`src/rtl/esu_pkg.sv`:
```
`timescale 1ns/1ps
package esu_pkg;
  localparam int unsigned BUS_W   = 32;
  localparam int unsigned ADDR_W  = 7;
  localparam int unsigned NUM_EVT = 5;

  localparam logic [ADDR_W-1:0] OFF_CNT = 7'h00;
  localparam logic [ADDR_W-1:0] OFF_CAP = 7'h08;
  localparam logic [ADDR_W-1:0] OFF_CTL = 7'h28;
  localparam logic [ADDR_W-1:0] OFF_INT = 7'h2C;
  localparam logic [ADDR_W-1:0] OFF_CLR = 7'h30;

  localparam int unsigned CTL_LOAD    = 8;
  localparam int unsigned CTL_ONESHOT = 16;
  localparam int unsigned CTL_STOP_LO = 17;
  localparam int unsigned CTL_REARM   = 19;
  localparam int unsigned CTL_RUN     = 20;

  localparam int unsigned INT_EN_LO  = 1;
  localparam int unsigned INT_GFLAG  = 16;
  localparam int unsigned INT_FLG_LO = 17;

  localparam int unsigned CLR_GLOBAL = 0;
  localparam int unsigned CLR_LO     = 1;
  localparam int unsigned FRC_LO     = 21;
endpackage

```
`src/rtl/esu_edge_detect.sv`:
```
`timescale 1ns/1ps
module esu_edge_detect #(
  parameter int unsigned STAGES = 2
) (
  input  logic clk_i,
  input  logic rst_ni,
  input  logic cap_i,
  output logic rise_o,
  output logic fall_o
);
  // sh[STAGES-1] is the synchronized level, sh[STAGES] its previous value
  logic [STAGES:0] sh_q;

  always_ff @(posedge clk_i or negedge rst_ni) begin
    if (!rst_ni) sh_q <= '0;
    else         sh_q <= {sh_q[STAGES-1:0], cap_i};
  end

  assign rise_o =  sh_q[STAGES-1] & ~sh_q[STAGES];
  assign fall_o = ~sh_q[STAGES-1] &  sh_q[STAGES];
endmodule

```
`src/rtl/esu_capture_seq.sv`:
```
`timescale 1ns/1ps
module esu_capture_seq #(
  parameter int unsigned CNT_W     = 32,
  parameter int unsigned NUM_SLOTS = 4,
  localparam int unsigned SLOT_W   = $clog2(NUM_SLOTS)
) (
  input  logic                            clk_i,
  input  logic                            rst_ni,
  input  logic                            rise_i,
  input  logic                            fall_i,
  input  logic [NUM_SLOTS-1:0]            pol_i,
  input  logic                            load_en_i,
  input  logic                            oneshot_i,
  input  logic [SLOT_W-1:0]               stop_i,
  input  logic                            rearm_i,
  input  logic [CNT_W-1:0]                cnt_i,
  output logic [NUM_SLOTS-1:0][CNT_W-1:0] cap_o,
  output logic [NUM_SLOTS-1:0]            evt_o,
  output logic [SLOT_W-1:0]               ptr_o,
  output logic                            armed_o,
  output logic                            fire_o
);
  logic [SLOT_W-1:0] ptr_q;
  logic              armed_q;
  logic              hit;

  assign hit    = pol_i[ptr_q] ? fall_i : rise_i;
  // re-arm takes priority over a coincident edge
  assign fire_o = hit & load_en_i & armed_q & ~rearm_i;

  always_ff @(posedge clk_i or negedge rst_ni) begin
    if (!rst_ni) begin
      ptr_q   <= '0;
      armed_q <= 1'b1;
    end else if (rearm_i) begin
      ptr_q   <= '0;
      armed_q <= 1'b1;
    end else if (fire_o) begin
      ptr_q <= ptr_q + 1'b1;
      if (oneshot_i && ptr_q == stop_i) armed_q <= 1'b0;
    end
  end

  for (genvar g = 0; g < NUM_SLOTS; g++) begin : g_slot
    assign evt_o[g] = fire_o && (ptr_q == SLOT_W'(g));
    always_ff @(posedge clk_i or negedge rst_ni) begin
      if (!rst_ni)       cap_o[g] <= '0;
      else if (evt_o[g]) cap_o[g] <= cnt_i;
    end
  end

  assign ptr_o   = ptr_q;
  assign armed_o = armed_q;
endmodule

```
`src/rtl/esu_irq_ctrl.sv`:
```
`timescale 1ns/1ps
module esu_irq_ctrl #(
  parameter int unsigned NUM_EVT = 5
) (
  input  logic               clk_i,
  input  logic               rst_ni,
  input  logic [NUM_EVT-1:0] evt_i,
  input  logic [NUM_EVT-1:0] frc_i,
  input  logic [NUM_EVT-1:0] clr_i,
  input  logic               clr_global_i,
  input  logic               en_wr_i,
  input  logic [NUM_EVT-1:0] en_wdata_i,
  output logic [NUM_EVT-1:0] en_o,
  output logic [NUM_EVT-1:0] flag_o,
  output logic [NUM_EVT-1:0] set_o,
  output logic               global_o
);
  logic [NUM_EVT-1:0] en_q, flag_q;
  logic               global_q;

  assign set_o = evt_i | frc_i;

  always_ff @(posedge clk_i or negedge rst_ni) begin
    if (!rst_ni) begin
      en_q     <= '0;
      flag_q   <= '0;
      global_q <= 1'b0;
    end else begin
      if (en_wr_i) en_q <= en_wdata_i;
      // set dominates clear
      flag_q   <= (flag_q & ~clr_i) | set_o;
      global_q <= (global_q & ~clr_global_i) | (|(set_o & en_q));
    end
  end

  assign en_o     = en_q;
  assign flag_o   = flag_q;
  assign global_o = global_q;
endmodule

```
`src/rtl/edge_stamp_unit.sv`:
```
`timescale 1ns/1ps
module edge_stamp_unit #(
  parameter int unsigned CNT_W       = 32,
  parameter int unsigned NUM_SLOTS   = 4,
  parameter int unsigned SYNC_STAGES = 2
) (
  input  logic                       clk_i,
  input  logic                       rst_ni,
  input  logic [esu_pkg::ADDR_W-1:0] addr_i,
  input  logic                       we_i,
  input  logic [esu_pkg::BUS_W-1:0]  wdata_i,
  output logic [esu_pkg::BUS_W-1:0]  rdata_o,
  input  logic                       cap_i,
  output logic                       irq_o
);
  import esu_pkg::*;
  localparam int unsigned SLOT_W = $clog2(NUM_SLOTS);

  logic [CNT_W-1:0]               cnt_q, cnt_wdata;
  logic                           cnt_wr, ctl_wr, int_wr, clr_wr, rearm;
  logic [NUM_SLOTS-1:0]           pol_q;
  logic                           load_q, oneshot_q, ctl_run_q;
  logic [SLOT_W-1:0]              stop_q, slot_ptr;
  logic                           rise, fall, cap_fire, seq_armed, ovf_evt;
  logic [NUM_SLOTS-1:0][CNT_W-1:0] cap_val;
  logic [NUM_SLOTS-1:0]           cap_evt;
  logic [NUM_EVT-1:0]             evt_en, evt_flags, evt_set;
  logic [BUS_W-1:0]               ctl_rd, int_rd;

  assign cnt_wr    = we_i && addr_i == OFF_CNT;
  assign ctl_wr    = we_i && addr_i == OFF_CTL;
  assign int_wr    = we_i && addr_i == OFF_INT;
  assign clr_wr    = we_i && addr_i == OFF_CLR;
  assign rearm     = ctl_wr && wdata_i[CTL_REARM];
  assign cnt_wdata = wdata_i[CNT_W-1:0];

  // timestamp counter: a write overrides the increment
  always_ff @(posedge clk_i or negedge rst_ni) begin
    if (!rst_ni)        cnt_q <= '0;
    else if (cnt_wr)    cnt_q <= cnt_wdata;
    else if (ctl_run_q) cnt_q <= cnt_q + 1'b1;
  end
  assign ovf_evt = ctl_run_q && !cnt_wr && (&cnt_q);

  always_ff @(posedge clk_i or negedge rst_ni) begin
    if (!rst_ni) begin
      pol_q     <= '0;
      load_q    <= 1'b0;
      oneshot_q <= 1'b0;
      stop_q    <= '0;
      ctl_run_q <= 1'b0;
    end else if (ctl_wr) begin
      for (int i = 0; i < NUM_SLOTS; i++) pol_q[i] <= wdata_i[2*i];
      load_q    <= wdata_i[CTL_LOAD];
      oneshot_q <= wdata_i[CTL_ONESHOT];
      stop_q    <= wdata_i[CTL_STOP_LO +: SLOT_W];
      ctl_run_q <= wdata_i[CTL_RUN];
    end
  end

  esu_edge_detect #(.STAGES(SYNC_STAGES)) edge_i (
    .clk_i (clk_i), .rst_ni(rst_ni), .cap_i(cap_i),
    .rise_o(rise),  .fall_o(fall)
  );

  esu_capture_seq #(.CNT_W(CNT_W), .NUM_SLOTS(NUM_SLOTS)) seq_i (
    .clk_i    (clk_i),     .rst_ni   (rst_ni),
    .rise_i   (rise),      .fall_i   (fall),
    .pol_i    (pol_q),     .load_en_i(load_q),
    .oneshot_i(oneshot_q), .stop_i   (stop_q),
    .rearm_i  (rearm),     .cnt_i    (cnt_q),
    .cap_o    (cap_val),   .evt_o    (cap_evt),
    .ptr_o    (slot_ptr),  .armed_o  (seq_armed),
    .fire_o   (cap_fire)
  );

  esu_irq_ctrl #(.NUM_EVT(NUM_EVT)) irq_i (
    .clk_i       (clk_i),
    .rst_ni      (rst_ni),
    .evt_i       ({ovf_evt, cap_evt}),
    .frc_i       (clr_wr ? wdata_i[FRC_LO +: NUM_EVT] : '0),
    .clr_i       (clr_wr ? wdata_i[CLR_LO +: NUM_EVT] : '0),
    .clr_global_i(clr_wr && wdata_i[CLR_GLOBAL]),
    .en_wr_i     (int_wr),
    .en_wdata_i  (wdata_i[INT_EN_LO +: NUM_EVT]),
    .en_o        (evt_en),
    .flag_o      (evt_flags),
    .set_o       (evt_set),
    .global_o    (irq_o)
  );

  always_comb begin
    ctl_rd = '0;
    for (int i = 0; i < NUM_SLOTS; i++) ctl_rd[2*i] = pol_q[i];
    ctl_rd[CTL_LOAD]                = load_q;
    ctl_rd[CTL_ONESHOT]             = oneshot_q;
    ctl_rd[CTL_STOP_LO +: SLOT_W]   = stop_q;
    ctl_rd[CTL_RUN]                 = ctl_run_q;
    int_rd = '0;
    int_rd[INT_EN_LO +: NUM_EVT]    = evt_en;
    int_rd[INT_FLG_LO +: NUM_EVT]   = evt_flags;
    int_rd[INT_GFLAG]               = irq_o;
  end

  always_comb begin
    rdata_o = '0;
    case (addr_i)
      OFF_CNT: rdata_o = BUS_W'(cnt_q);
      OFF_CTL: rdata_o = ctl_rd;
      OFF_INT: rdata_o = int_rd;
      default: ;
    endcase
    for (int i = 0; i < NUM_SLOTS; i++)
      if (addr_i == OFF_CAP + ADDR_W'(4 * i)) rdata_o = BUS_W'(cap_val[i]);
  end
endmodule

```
`config.mk`:
```
export PLATFORM = sky130hd
export DESIGN_NAME = edge_stamp_unit
export DESIGN_NICKNAME = d
export VERILOG_FILES = /design/src/rtl/esu_pkg.sv /design/src/rtl/esu_edge_detect.sv /design/src/rtl/esu_capture_seq.sv /design/src/rtl/esu_irq_ctrl.sv /design/src/rtl/edge_stamp_unit.sv
export SDC_FILE = /design/constraint.sdc
export NUM_CORES = 1
export LEC_CHECK = 0
export ABC_CLOCK_PERIOD_IN_PS = 4100
export BUFFER_PORTS_ARGS = -buffer_cell sky130_fd_sc_hd__clkbuf_2
export CAP_MARGIN = 0
export CORE_MARGIN = 2
export CORE_UTILIZATION = 57
export CTS_CLUSTER_SIZE = 24
export DETAILED_ROUTE_END_ITERATION = 16
export PLACE_DENSITY = 0.74
export SLEW_MARGIN = 20
export SYNTH_ARGS = -nofsm -noshare
export SYNTH_HDL_FRONTEND = slang
export SYNTH_SLANG_ARGS = --single-unit
```
`constraint.sdc`:
```
create_clock -name clk_i -period 4.1 [get_ports clk_i]
set_clock_uncertainty 0.05 [all_clocks]
set_input_delay 0.615 -clock clk_i [delete_from_list [all_inputs] [get_ports clk_i]]
set_output_delay 0.615 -clock clk_i [all_outputs]
set_load 0.05 [all_outputs]
```
==> impl_metrics.py <==
metrics = {
    "cts": {
        "post_cts_resized": 0,
        "clock_path_buffers": 2,
        "clock-root-buffer": "clkbuf_16",
        "ctsHoldBuffers": 0,
        "cts_tree": "done",
        "cts_sinks": 186,
        "clock_latency_ns": 0.43,
        "htreeDepth": 4,
        "cts_setup_buffers": 0,
        "cts_buffers": 17,
        "clkTransAtPathRegs_ns": 0.07,
    },
    "yosys": {
        "yosysWarnings": 0,
        "synth_top_area_cell": "dfrtp_1",
        "synthCells": 790,
        "synthFlopType": "dfrtp_1",
        "synth_async_sr_flop_share_pct": 100,
        "synth_top_cells_by_area": "dfrtp_1 49%, mux2_4 14%, a22oi_1 3.4%",
        "yosysUniqueCellTypes": 56,
        "synth.avg_cell_area_sq_um": 12.0,
        "synth_top_area_share_pct": 49.0,
        "ys_ff_latch": 186,
        "mappedNetlistNets": 838,
        "synthesis.area_sq_um": 9440,
        "seq_area_frac_synth_pct": 49.3,
        "synth_edf_count": 0,
    },
    "job": {
        "drv_cap": 0,
    },
    "grt": {
        "grt_use_total_pct": 28.2,
        "grt_pass1_wl_microns": 38400,
        "grt-ovfl-total": 0,
        "grt_antenna_before_repair": 0,
        "first_global_vias": 7082,
        "grt_max_degree": 74,
    },
    "place": {
        "dp_slack_ns": 0.520,
        "placed_area_sq_um": 10200,
        "dp_hpwl_microns": 15300,
        "io_buffers": 75,
        "gp_congestion": 0.882,
    },
    "floorplanning": {
        "start_util_pct": 57.6,
        "die_area_sq_um": 17600,
        "die_w_microns": 133,
        "row_count": 47,
        "pin_count": 76,
        "coreArea_sq_um": 16400,
        "chipHeight_microns": 133,
    },
    "worst_setup_path": {
        "cp_slowest_cell": "nor4_2",
        "critPathLaunchType": "input port",
        "cp.required_ns": 3.43,
        "critPathKind": "input port to output pin",
        "critPathBufInv": 3,
        "critPathArrivalTime_ns": 2.97,
        "critPathCaptureType": "output pin",
        "max_stage_delay_ns": 0.55,
        "cp_top_family": "simple AND/OR/NAND/NOR gates",
        "worst-path-max-fanout": 15,
        "crit_chain": "clkbuf_2, nor4_2, nand2b_1, nor2_2, buf_4, a22oi_1, a31oi_1, buf_12",
    },
    "timing": {
        "fin_setup_tns_ns": 0,
        "fin_crit_ns": 3.63,
        "setup_ws_ns": 0.470,
        "drv_slew": 0,
        "setup_viol": 0,
        "fmax_mhz": 275,
        "slew-limit-headroom_pct": 33.2,
        "fin_crit_sh_pct": 88.5,
        "tightest_slew_ns": 1.00,
        "hold_violations": 0,
        "rsz0062_at_grt": "false",
    },
    "power": {
        "ir_worst_vdd_mv": 0.352,
        "power_density_nw_per_um2": 541,
        "p_leak_nw": 5.14,
    },
    "final_layout": {
        "antenna_cells": 0,
        "syn_to_final_growth_pct": 14.4,
        "seq_area_sq_um": 4660,
        "final_common_cell": "dfrtp_1",
        "final_area_sq_um": 10800,
        "final_nets": 881,
        "drive_above_1_share_pct": 30.3,
        "multi_input_area_sq_um": 4430,
        "num-fill-cells": 1193,
        "final_cell_mix": "185 x dfrtp_1, 87 x mux2_4, 73 x nand2_1",
    },
    "drt": {
        "via_count": 6717,
        "first_pass_iters": 6,
        "drcViolationCount": 0,
        "drt_iter0_drc": 648,
        "routed_wl_microns": 23700,
        "ant_nets": 0,
        "wl_per_cell_microns": 22.2,
        "vias_per_cell": 6.30,
    },
    "worst_hold_path": {
        "worst_hold_path_type": "input port to async pin",
    },
    "outcome": {
        "status": "finished, final reports clean",
    },
}
-- sequential cells by signal, indices dropped and copies added, names as in the netlist --
register	flops
seq_i.cap_o	128
cnt_q	32
irq_i.en_o	5
irq_i.flag_o	5
pol_q	4
edge_i.sh_q	3
seq_i.ptr_o	2
stop_q	2
ctl_run_q	1
irq_i.global_o	1
load_q	1
oneshot_q	1
seq_i.armed_o	1
-- report_power, final --
part / leakage, nW / internal, mW / switching [mW]
clock: 0.299 / 1.04 / 0.714
sequential: 2.40 / 2.33 / 0.573
combinational: 2.44 / 0.701 / 0.483
total: 5.14 / 4.07 / 1.77
-- synth_stat cells (4+ instances only) --
master and count:
dfrtp_1 185, mux2_4 87, nand2_1 73, clkbuf_1 46
a22oi_1 43, o21ai_0 40, nor2_1 32, mux2_2 27
mux2_1 26, nand3_1 21, xnor2_1 17, a31oi_1 16
a222oi_1 13, mux2i_1 13, xor2_1 13, buf_6 11
nand4_1 11, and3_1 10, nand2b_1 10, a21oi_1 7
buf_2 6, inv_1 6, nor2b_1 6, or4_1 6
a211oi_1 5, ha_1 5, a221oi_1 4, nor4_1 4
o211ai_1 4, o22ai_1 4
-- per-layer routing --
layer	vias to the layer above	GRT usage [%]	share of wire (%)
li1	2963	-	-
met1	3384	37.0	41
met2	315	46.1	48
met3	55	5.98	7.4
met4	0	11.5	3.2
met5	-	0	0
-- final cells by class --
class	count	area share (%)
Sequential cell	186	43.1
Multi-Input combinational cell	531	41.0
Timing Repair Buffer	91	7.29
Clock buffer	18	4.07
Tap cell	220	2.55
Clock inverter	14	1.81
Inverter	6	0.209
-- through the flow --
step           utilization [%]  hold WS [ns]  std cells  power (mW)
6_report                  65.8         0.135       1066        5.85
5_1_grt                   65.8         0.178       1066        6.13
4_1_cts                   65.8         0.155       1066        5.85
3_5_place_dp              62.0         0.293       1034        4.08
3_3_place_gp              62.0         0.290       1034        3.99
2_1_floorplan                -         0.269        790        3.72
-- kinds of logic after synthesis --
family	share of synthesized area, %
simple gates	11.2
flops	49.3
mux	21.9
compound gates	10.2
buf+inv	3.95
xor+xnor	2.78
fa+ha+maj	0.663
-- worst paths after layout --
| path | startpoint | endpoint | slack [ns] | cells after the start |
|---|---|---|---|---|
| worst max-delay path | addr_i[1] | rdata_o[24] | 0.47 | 8 |
| worst min-delay path | rst_ni | seq_i.cap_o[10] | 0.14 | 1 |
| worst max register to register | seq_i.ptr_o[0] | seq_i.cap_o[22] | 0.87 | 5 |
| worst min register to register | edge_i.sh_q[0] | edge_i.sh_q[1] | 0.31 | 0 |
| max in group asynchronous | rst_ni | seq_i.cap_o[3] | 2.78 | 2 |
| min in group clk_i | cap_i | edge_i.sh_q[0] | 0.25 | 1 |
No activity file was read; power rests on OpenSTA's default activity.
